### src/rtl/cfgdec_pkg.sv
`timescale 1ns/1ps
// Package: cfgdec_pkg
// Shared widths, operation codes and the packet layout of the control
// register packet decoder. The field positions are fixed by the link format.
package cfgdec_pkg;

    localparam int BYTE_W    = 8;
    localparam int PKT_BYTES = 4;
    localparam int PKT_W     = BYTE_W * PKT_BYTES;
    localparam int CMD_W     = 4;
    localparam int ADDR_W    = 12;
    localparam int DATA_W    = 16;
    localparam int RSP_BYTES = DATA_W / BYTE_W;

    // Operation codes carried in the top nibble of the packet
    localparam logic [CMD_W-1:0] OP_WRITE = 4'h1;
    localparam logic [CMD_W-1:0] OP_READ  = 4'h2;

    // Packet layout, most significant field first
    typedef struct packed {
        logic [CMD_W-1:0]  op;
        logic [ADDR_W-1:0] addr;
        logic [DATA_W-1:0] data;
    } setup_pkt_t;

    // States of the response byte sequencer
    typedef enum logic [1:0] {
        RSP_IDLE = 2'd0,
        RSP_HIGH = 2'd1,
        RSP_LOW  = 2'd2
    } rsp_state_e;

endpackage

### src/rtl/cfgdec_assembler.sv
`timescale 1ns/1ps
// Module: cfgdec_assembler
// Gathers bytes from a valid/ready link into a 32-bit packet, most
// significant byte first. When the last byte is taken, the full packet is
// presented for exactly one cycle (pkt_vld). Input is refused during that
// decode cycle and whenever the parent asserts hold.
// Assumes: hold comes from registered state only, so in_ready is stable
// between clock edges.
module cfgdec_assembler
    import cfgdec_pkg::*;
(
    input  logic              clk,
    input  logic              rst_n,
    input  logic              in_valid,
    input  logic [BYTE_W-1:0] in_data,
    input  logic              hold,
    output logic              in_ready,
    output logic              pkt_vld,
    output setup_pkt_t        pkt
);

    localparam int CNT_W   = $clog2(PKT_BYTES);
    localparam int SHIFT_W = PKT_W - BYTE_W;

    logic [CNT_W-1:0]   slot_q;    // position of the next byte, counting down
    logic [SHIFT_W-1:0] shift_q;   // bytes gathered so far
    logic               pkt_vld_q;
    setup_pkt_t         pkt_q;
    logic               take;
    logic               last_slot;

    // Accept a byte when not in a decode cycle and not held off
    assign in_ready  = !hold && !pkt_vld_q;
    assign take      = in_valid && in_ready;
    assign last_slot = (slot_q == '0);

    // Track the byte position and gather bytes into a packet
    always_ff @(posedge clk) begin
        if (!rst_n) begin
            slot_q    <= CNT_W'(PKT_BYTES - 1);
            shift_q   <= '0;
            pkt_vld_q <= 1'b0;
            pkt_q     <= '0;
        end else begin
            pkt_vld_q <= take && last_slot;
            if (take) begin
                if (last_slot) begin
                    pkt_q  <= setup_pkt_t'({shift_q, in_data});
                    slot_q <= CNT_W'(PKT_BYTES - 1);
                end else begin
                    shift_q <= {shift_q[SHIFT_W-BYTE_W-1:0], in_data};
                    slot_q  <= slot_q - 1'b1;
                end
            end
        end
    end

    assign pkt_vld = pkt_vld_q;
    assign pkt     = pkt_q;

endmodule

### src/rtl/cfgdec_validator.sv
`timescale 1ns/1ps
// Module: cfgdec_validator
// Combinational check of a complete packet: classifies it as an accepted
// write, an accepted read or a discarded packet, and yields the register
// index for accepted ones.
// Assumes: pkt is stable for the single cycle in which pkt_vld is high.
module cfgdec_validator
    import cfgdec_pkg::*;
#(
    parameter int NREG  = 16,
    parameter int IDX_W = 4
) (
    input  logic             pkt_vld,
    input  setup_pkt_t       pkt,
    output logic             wr_en,
    output logic             rd_en,
    output logic             bad,
    output logic [IDX_W-1:0] idx
);

    logic op_is_wr;
    logic op_is_rd;
    logic addr_ok;

    // Decode the operation code and check the address window
    always_comb begin
        op_is_wr = (pkt.op == OP_WRITE);
        op_is_rd = (pkt.op == OP_READ);
        addr_ok  = (pkt.addr < ADDR_W'(NREG));
    end

    // Classify the packet only in its decode cycle
    always_comb begin
        wr_en = pkt_vld && op_is_wr && addr_ok;
        rd_en = pkt_vld && op_is_rd && addr_ok;
        bad   = pkt_vld && !((op_is_wr || op_is_rd) && addr_ok);
        idx   = pkt.addr[IDX_W-1:0];
    end

endmodule

### src/rtl/cfgdec_regfile.sv
`timescale 1ns/1ps
// Module: cfgdec_regfile
// NREG registers of DATA_W bits with one write port and one
// combinational read port. The whole file is also exported flat.
// Assumes: wr_idx and rd_idx are below NREG whenever they are used.
module cfgdec_regfile
    import cfgdec_pkg::*;
#(
    parameter int NREG  = 16,
    parameter int IDX_W = 4
) (
    input  logic                   clk,
    input  logic                   rst_n,
    input  logic                   wr_en,
    input  logic [IDX_W-1:0]       wr_idx,
    input  logic [DATA_W-1:0]      wr_data,
    input  logic [IDX_W-1:0]       rd_idx,
    output logic [DATA_W-1:0]      rd_data,
    output logic [NREG*DATA_W-1:0] flat
);

    logic [DATA_W-1:0] regs_q [NREG];

    for (genvar g = 0; g < NREG; g++) begin : g_entry
        // Hold one entry; load it when the write port selects it
        always_ff @(posedge clk) begin
            if (!rst_n) begin
                regs_q[g] <= '0;
            end else if (wr_en && (wr_idx == IDX_W'(g))) begin
                regs_q[g] <= wr_data;
            end
        end
        assign flat[g*DATA_W +: DATA_W] = regs_q[g];
    end

    // Read the selected entry
    always_comb begin
        rd_data = '0;
        for (int i = 0; i < NREG; i++) begin
            if (rd_idx == IDX_W'(i)) begin
                rd_data = regs_q[i];
            end
        end
    end

endmodule

### src/rtl/cfgdec_responder.sv
`timescale 1ns/1ps
// Module: cfgdec_responder
// Captures a 16-bit read result and sends it as two bytes, high byte
// first, on a valid/ready stream. busy stays high until the low byte is
// taken.
// Assumes: load is only asserted while busy is low.
module cfgdec_responder
    import cfgdec_pkg::*;
(
    input  logic              clk,
    input  logic              rst_n,
    input  logic              load,
    input  logic [DATA_W-1:0] load_data,
    output logic              busy,
    output logic              out_valid,
    output logic [BYTE_W-1:0] out_data,
    input  logic              out_ready
);

    rsp_state_e        state_q;
    logic [DATA_W-1:0] word_q;

    // Step through high byte and low byte as each one is taken
    always_ff @(posedge clk) begin
        if (!rst_n) begin
            state_q <= RSP_IDLE;
            word_q  <= '0;
        end else begin
            unique case (state_q)
                RSP_IDLE: begin
                    if (load) begin
                        word_q  <= load_data;
                        state_q <= RSP_HIGH;
                    end
                end
                RSP_HIGH: begin
                    if (out_ready) begin
                        state_q <= RSP_LOW;
                    end
                end
                RSP_LOW: begin
                    if (out_ready) begin
                        state_q <= RSP_IDLE;
                    end
                end
                default: state_q <= RSP_IDLE;
            endcase
        end
    end

    // Present the byte for the current state
    always_comb begin
        busy      = (state_q != RSP_IDLE);
        out_valid = busy;
        out_data  = (state_q == RSP_LOW) ? word_q[BYTE_W-1:0]
                                         : word_q[DATA_W-1:BYTE_W];
    end

endmodule

### src/rtl/ctrl_pkt_decoder.sv
`timescale 1ns/1ps
// Module: ctrl_pkt_decoder
// Control register packet decoder. Assembles 4-byte setup packets from a
// byte link, validates them, applies accepted writes to an NREG-entry
// register file and answers accepted reads with two response bytes.
// Discarded packets give a one-cycle error pulse and change nothing.
// Assumes: synchronous active-low reset; the host follows valid/ready.
module ctrl_pkt_decoder
    import cfgdec_pkg::*;
#(
    parameter int NREG = 16
) (
    input  logic                   clk,
    input  logic                   rst_n,
    input  logic                   in_valid,
    input  logic [7:0]             in_data,
    output logic                   in_ready,
    output logic                   rsp_valid,
    output logic [7:0]             rsp_data,
    input  logic                   rsp_ready,
    output logic                   wr_stb,
    output logic [11:0]            wr_addr,
    output logic [15:0]            wr_data,
    output logic                   err_pulse,
    output logic [NREG*16-1:0]     cfg_regs
);

    localparam int IDX_W = (NREG > 1) ? $clog2(NREG) : 1;

    logic              pkt_vld;
    setup_pkt_t        pkt;
    logic              wr_en;
    logic              rd_en;
    logic              bad;
    logic [IDX_W-1:0]  idx;
    logic [DATA_W-1:0] rd_word;
    logic              rsp_busy;

    cfgdec_assembler u_asm (
        .clk      (clk),
        .rst_n    (rst_n),
        .in_valid (in_valid),
        .in_data  (in_data),
        .hold     (rsp_busy),
        .in_ready (in_ready),
        .pkt_vld  (pkt_vld),
        .pkt      (pkt)
    );

    cfgdec_validator #(
        .NREG  (NREG),
        .IDX_W (IDX_W)
    ) u_val (
        .pkt_vld (pkt_vld),
        .pkt     (pkt),
        .wr_en   (wr_en),
        .rd_en   (rd_en),
        .bad     (bad),
        .idx     (idx)
    );

    cfgdec_regfile #(
        .NREG  (NREG),
        .IDX_W (IDX_W)
    ) u_rf (
        .clk     (clk),
        .rst_n   (rst_n),
        .wr_en   (wr_en),
        .wr_idx  (idx),
        .wr_data (pkt.data),
        .rd_idx  (idx),
        .rd_data (rd_word),
        .flat    (cfg_regs)
    );

    cfgdec_responder u_rsp (
        .clk       (clk),
        .rst_n     (rst_n),
        .load      (rd_en),
        .load_data (rd_word),
        .busy      (rsp_busy),
        .out_valid (rsp_valid),
        .out_data  (rsp_data),
        .out_ready (rsp_ready)
    );

    // Report accepted writes and discarded packets in the decode cycle
    always_comb begin
        wr_stb    = wr_en;
        wr_addr   = pkt.addr;
        wr_data   = pkt.data;
        err_pulse = bad;
    end

endmodule

### config.mk
export PLATFORM = sky130hd
export DESIGN_NAME = ctrl_pkt_decoder
export DESIGN_NICKNAME = d
export VERILOG_FILES = /design/src/rtl/cfgdec_pkg.sv /design/src/rtl/cfgdec_assembler.sv /design/src/rtl/cfgdec_validator.sv /design/src/rtl/cfgdec_regfile.sv /design/src/rtl/cfgdec_responder.sv /design/src/rtl/ctrl_pkt_decoder.sv
export SDC_FILE = /design/constraint.sdc
export NUM_CORES = 1
export LEC_CHECK = 0
export ABC_AREA = 1
export CAP_MARGIN = 25
export CORE_ASPECT_RATIO = 1.1
export CORE_MARGIN = 1.5
export CORE_UTILIZATION = 37
export DETAILED_ROUTE_END_ITERATION = 10
export PLACE_DENSITY = 0.66
export SYNTH_ARGS = -nofsm -noshare
export SYNTH_HDL_FRONTEND = slang
export SYNTH_SLANG_ARGS = --single-unit
### constraint.sdc
create_clock -name clk -period 6.1 [get_ports clk]
set_clock_uncertainty 0.15 [all_clocks]
set_input_delay 1.22 -clock clk [delete_from_list [all_inputs] [get_ports clk]]
set_output_delay 1.22 -clock clk [all_outputs]
set_load 0.02 [all_outputs]
# Word level (Yosys, flattened, before mapping)
# Memory sizes are Yosys's and may differ from the RTL's.
# Cells that the tools add are included.
[classes]
n_eq_ne = 22
muxes = 87
addsub = 1
n_reduce_logical = 37
magnitude_cmp = 1
bitwise = 17
[op_table]
columns = ["operator", "count"]
rows = [
  ["$mux W16", 32],
  ["$mux W1", 49],
  ["$eq A4 B4 Y1 const B", 8],
  ["$logic_and A1 B1 Y1", 25],
  ["$eq A4 B3 Y1 const B", 4],
  ["$or A1 B1 Y1", 16],
  ["$eq A4 B2 Y1 const B", 3],
  ["$lt A12 B5 Y1 const B", 1],
  ["$eq A4 B1 Y1 const B", 2],
  ["$mux W2", 4],
  ["$mux W8", 1],
  ["$ne A2 B2 Y1 const B", 3],
  ["$pmux W2 S3", 1],
  ["$reduce_and A2 Y1", 3],
  ["$logic_not A2 Y1", 2],
  ["$logic_not A4 Y1", 1],
  ["$logic_not A1 Y1", 3],
  ["$reduce_and A3 Y1", 1],
  ["$eq A2 B1 Y1 const B", 1],
  ["$eq A2 B2 Y1 const B", 1],
  ["$reduce_bool A2 Y1", 1],
  ["$sub A2 B1 Y2 const B", 1],
  ["$logic_or A1 B1 Y1", 1],
  ["$not A1 Y1", 1],
]
[totals]
ramBits = 256
register_bits = 77
word_cells = 174
out_inout_bits = 296
memories = 1
[mem_list]
columns = ["name", "words", "width", "rd", "rd_ports_with_merged_regs", "wr", "line_no", "source"]
rows = [
  ["u_rf.regs_q", 16, 16, 16, 0, 16, "cfgdec_regfile.sv:22", "logic [DATA_W-1:0] regs_q [NREG];"],
]

# Longest topological paths before layout
[depth]
word_depth = 17
ltp_mapped = 15

# Hierarchy
# From an unflattened synthesis, not the netlist that was laid out.
[hier_totals]
cells_unflattened = 1744
area_unflattened_um2 = 15327.2
[modules_own_cells]
columns = ["module", "cells_per_inst", "seq_area_each_um2", "n_inst", "area_per_inst_um2"]
rows = [
  ["cfgdec_regfile", 1125, 7687.4, 1, 11313.4],
  ["cfgdec_assembler", 449, 1181.1, 1, 2876.5],
  ["cfgdec_responder", 146, 360.3, 1, 1028.5],
  ["cfgdec_validator", 24, 0.0, 1, 108.9],
]

# Least setup slack after synthesis
# No wires, ideal clock.
[synth_timing]
path_type = "register -> register"
start = "register u_asm.pkt_q, in the netlist u_asm.pkt[17]"
end = "memory u_rf.regs_q[15][0], in the netlist u_rf.regs_q[1][112], enable pin"
slack_ps = 3006
path_stages_with_launch = 6
arrival_ps = 2532
period_less_slack_ps = 3094
path_cell_list = "dfxtp_1 nand2_1 nor2_1 inv_1 clkbuf_1 o21ai_0"
[synth_lines]
columns = ["element", "line_no", "source"]
rows = [
  ["from (decl)", "cfgdec_assembler.sv:28", "setup_pkt_t pkt_q;"],
  ["from (signal assigned)", "cfgdec_assembler.sv:48", "pkt_q <= setup_pkt_t'({shift_q, in_data});"],
  ["to (decl)", "cfgdec_regfile.sv:22", ""],
]

# Worst setup path after layout
[layout_timing]
start = "register u_asm.pkt_q, in the netlist u_asm.pkt[26]"
end = "output port wr_stb"
[layout_via]
elab_chain_cells = 2
[layout_rtl]
columns = ["element", "line_no", "source"]
rows = [
  ["$lt A12 B5 Y1", "cfgdec_validator.sv:29", "addr_ok = (pkt.addr < ADDR_W'(NREG));"],
  ["$logic_and A1 B1 Y1", "cfgdec_validator.sv:34", "wr_en = pkt_vld && op_is_wr && addr_ok;"],
  ["to (decl)", "ctrl_pkt_decoder.sv:21", "output logic wr_stb,"],
]
# Every way passes these cells.

==> impl_metrics.ini <==
[run_status]
status = complete, no violations

[clocking]
clock-root-buffer = clkbuf_16
clkTransAtPathRegs_ns = 0.06
clockBufferDepth = 3
cts_tree = done
insertion_delay_ns = 0.51
cts_hold_buffers = 0
cts_resized = 0
post-cts-setup-buffers = 0
cts.sinks = 333
numCtsBuffers = 35
htree_num_levels = 2

[logic_synthesis]
synthMuxAreaShare_pct = 0
syn-instance-count = 1478
synth_area_leaders = edfxtp_1 53%, dfxtp_1 11%, nor2_1 11%
synth_top_family_by_area = simple AND/OR/NAND/NOR gates
yosys.area_share.simple_pct = 23.11
yosys.cell_types.count = 29
synth-seq-cells = 333
yosys_warnings = 0
synthesis.area_um2 = 14400
synth_largest_type_area_fraction_pct = 53.40
syn_avg_cell_area_um2 = 9.740
synth_xor_area_share_pct = 0
synth_area_leader_cell = edfxtp_1
synth_nets = 1491
synth_fa_ha_area_share_pct = 0.08691
synth_compound_area_share_pct = 5.580
yosysSeqAreaShare_pct = 64.11

[global_routing]
grt_usage_pct = 23.99
grt.overflow.total = 0
grt_pass1_wl_mm = 69.86
grt_pass1_vias = 10676
grt_max_degree = 50
grt_antenna_before_repair = 0

[worst_setup_path]
slowest_stage = clkdlybuf4s50_1
arrival_ns = 2.71
required_ns = 4.73
criticalPathCategory = flip-flop to output port
worstReg2RegEnd = u_rf.regs_q[0][6]$_SDFFCE_PN0P_
critPathCaptureType = output port
reg2reg_from = u_asm.pkt[26]$_SDFFE_PN0P_
rrSetupSlack_ns = 2.84
crit_chain = nor4_1 -> nand3_1 -> nor3_4 -> nand2_2 -> nor2_4 -> clkdlybuf4s50_1
r2r_cells = 8
cp-start-kind = flip-flop
slowest_delay_ns = 0.66
cp_max_fo = 5

[sta]
setup_tns_ns = 0
rsz0062_at_grt = false
slew_viol_final = 0
max_freq_mhz = 245.2
setup_viol = 0
hold_violations = 0
worst_pin_slew_ns = 1.050
period_minus_slack_ns = 4.079
timing.final.crit_share_pct = 66.86
slew_headroom_pct = 29.57
hold_ws_ns = 0.3069

[die]
dieArea_um2 = 40100
io_pins = 308
rows = 75
fp.coreArea_um2 = 38290
start_util_pct = 37.60
die_w_um = 191.1
fp.dieH_um = 209.9

[cells_and_area]
regArea_um2 = 9229
antennaDiodeCount = 0
layout.nets = 1756
fin_area_um2 = 18830
drive_gt1_share_pct = 6.282
multi_input_area_um2 = 4143
n_fill_cell = 3492
fin_cells = 2267
syn2layout_area_growth_pct = 30.78
fin_util_pct = 49.17

[routing]
avgRoutedWirePerCell_um = 21.80
antenna_left = 0
drt_iter0_drc = 1094
via_count = 11645
routed_via_density = 5.137
drc = 0
drt_pass1_iterations = 5
routed_wl_mm = 49.42

[min_path]
hold_start = u_asm.shift_q[3]$_SDFFE_PN0P_
whs_endpoint = u_asm.shift_q[3]$_SDFFE_PN0P_
hold_path_class = flip-flop to flip-flop
worstHoldPathCells = 2

[power]
p_clk_share_pct = 41.8
p_per_area_nw_per_um2 = 274.4
irDropWorstVdd_mv = 0.1650
power.internal_mw = 3.950
combPwrFrac_pct = 8.4
p_sw_mw = 1.216
power.share.switching_pct = 23.54
p_leak_nw = 6.545
power_frac_seq_pct = 49.8

[run]
cap_viol_max_count = 0

[place]
dp.cells = 2204
place_congestion = 0.9091
dpl.hpwl_mm = 35.31
placed_cell_area_um2 = 17650
io_buffer_count = 307
==> power by group through the flow <==
stage	sequential [mW]	clock [mW]	combinational, mW
floorplan	2.67	0	0.140
global placement	2.62	0	0.427
detailed placement	2.62	0	0.430
CTS	2.57	2.18	0.431
global route	2.58	2.27	0.458
finish	2.57	2.16	0.432
==> worst max-delay path by stage <==
| stage | slack (ns) | to | start |
|---|---|---|---|
| after global routing | 1.92 | wr_stb | u_asm.pkt[20]$_SDFFE_PN0P_ |
| after detailed placement | 2.60 | wr_stb | u_asm.pkt[26]$_SDFFE_PN0P_ |
| final | 2.02 | wr_stb | u_asm.pkt[26]$_SDFFE_PN0P_ |
| after CTS | 2.05 | wr_stb | u_asm.pkt[26]$_SDFFE_PN0P_ |
| after floorplan | 3.01 | u_rf.regs_q[1][112]$_SDFFCE_PN0P_ | u_asm.pkt[17]$_SDFFE_PN0P_ |
| after global placement | 2.58 | wr_stb | u_asm.pkt[26]$_SDFFE_PN0P_ |
==> state kept, by name, indices dropped and copies added, names as in the netlist <==
name and count:
u_rf.regs_q 256, u_rsp.state_q 2, u_asm.slot_q 2, u_rsp.word_q 16, u_asm.pkt 32, u_asm.pkt_vld 1, u_asm.shift_q 24
==> stage by stage <==
step	setup slack (ns)	total power [mW]
floorplan	3.006	2.814
global placement	2.580	3.046
detailed placement	2.605	3.051
CTS	2.052	5.180
global route	1.922	5.301
finish	2.021	5.166
==> cells in the final DEF, fill, tap and decap left out, drive strengths merged <==
master / Yosys / routed
bufinv: 0 / 4
o21ai: 62 / 62
nand3: 48 / 48
a211oi: 1 / 1
edfxtp: 256 / 256
clkinvlp: 0 / 1
or2: 8 / 8
clkdlybuf4s50: 0 / 306
nor3: 2 / 2
a21oi: 97 / 97
clkinv: 17 / 28
buf: 60 / 27
dfxtp: 77 / 77
ha: 1 / 1
inv: 90 / 90
nand4: 46 / 46
nor2: 409 / 409
nor4: 1 / 1
nand2: 258 / 258
clkbuf: 45 / 45
==> cells in the mapped netlist <==
master    instances
inv_1            86
buf_6            12
nor3_1            1
nand3_1          33
o21ai_1           3
edfxtp_1        256
nor3_4            1
nor2_1          403
or2_0             1
a211oi_1          1
nand2_2           2
nor2_2            4
buf_2            18
buf_1             1
ha_1              1
o21ai_0          59
inv_2             4
nor2_4            2
clkbuf_1         45
a21oi_1          97
buf_4            28
nand2_1         256
clkinv_1         17
nand4_1          46
nor4_1            1
nand3_4          15
dfxtp_1          77
buf_8             1
or2_2             7
==> kinds of logic (layout without fill, tap and decap cells) <==
| family | after synthesis | after routing |
|---|---|---|
| compound gates | 160 | 160 |
| fa+ha+maj | 1 | 1 |
| buf+inv | 212 | 501 |
| flops | 333 | 333 |
| simple gates | 772 | 772 |
==> cell type report <==
cell class | count | share of cell area (%)
clock buffers | 45 | 5.131
clock inverters | 16 | 0.9371
inverters | 107 | 2.133
multi-input cells | 933 | 22.00
flip-flops and latches | 333 | 49.02
well taps | 500 | 3.323
repair buffers | 333 | 17.45
==> routing by layer <==
| layer | global-route usage (%) | vias up | routed length [um] |
|---|---|---|---|
| met3 | 4.080 | 85 | 4687 |
| met2 | 39.98 | 641 | 23820 |
| met4 | 7.678 | 0 | 1447 |
| met1 | 31.76 | 5531 | 19470 |
| li1 | - | 5388 | - |
| met5 | 0 | - | 0 |
==> critical path, delay by kind of cell (launching register included) <==
kind	cells	cell delay [ns]
buffers and inverters	1	0.66
DFF	1	0.32
and+or+nand+nor	5	1.22
Power figures use the tool's default switching activity.
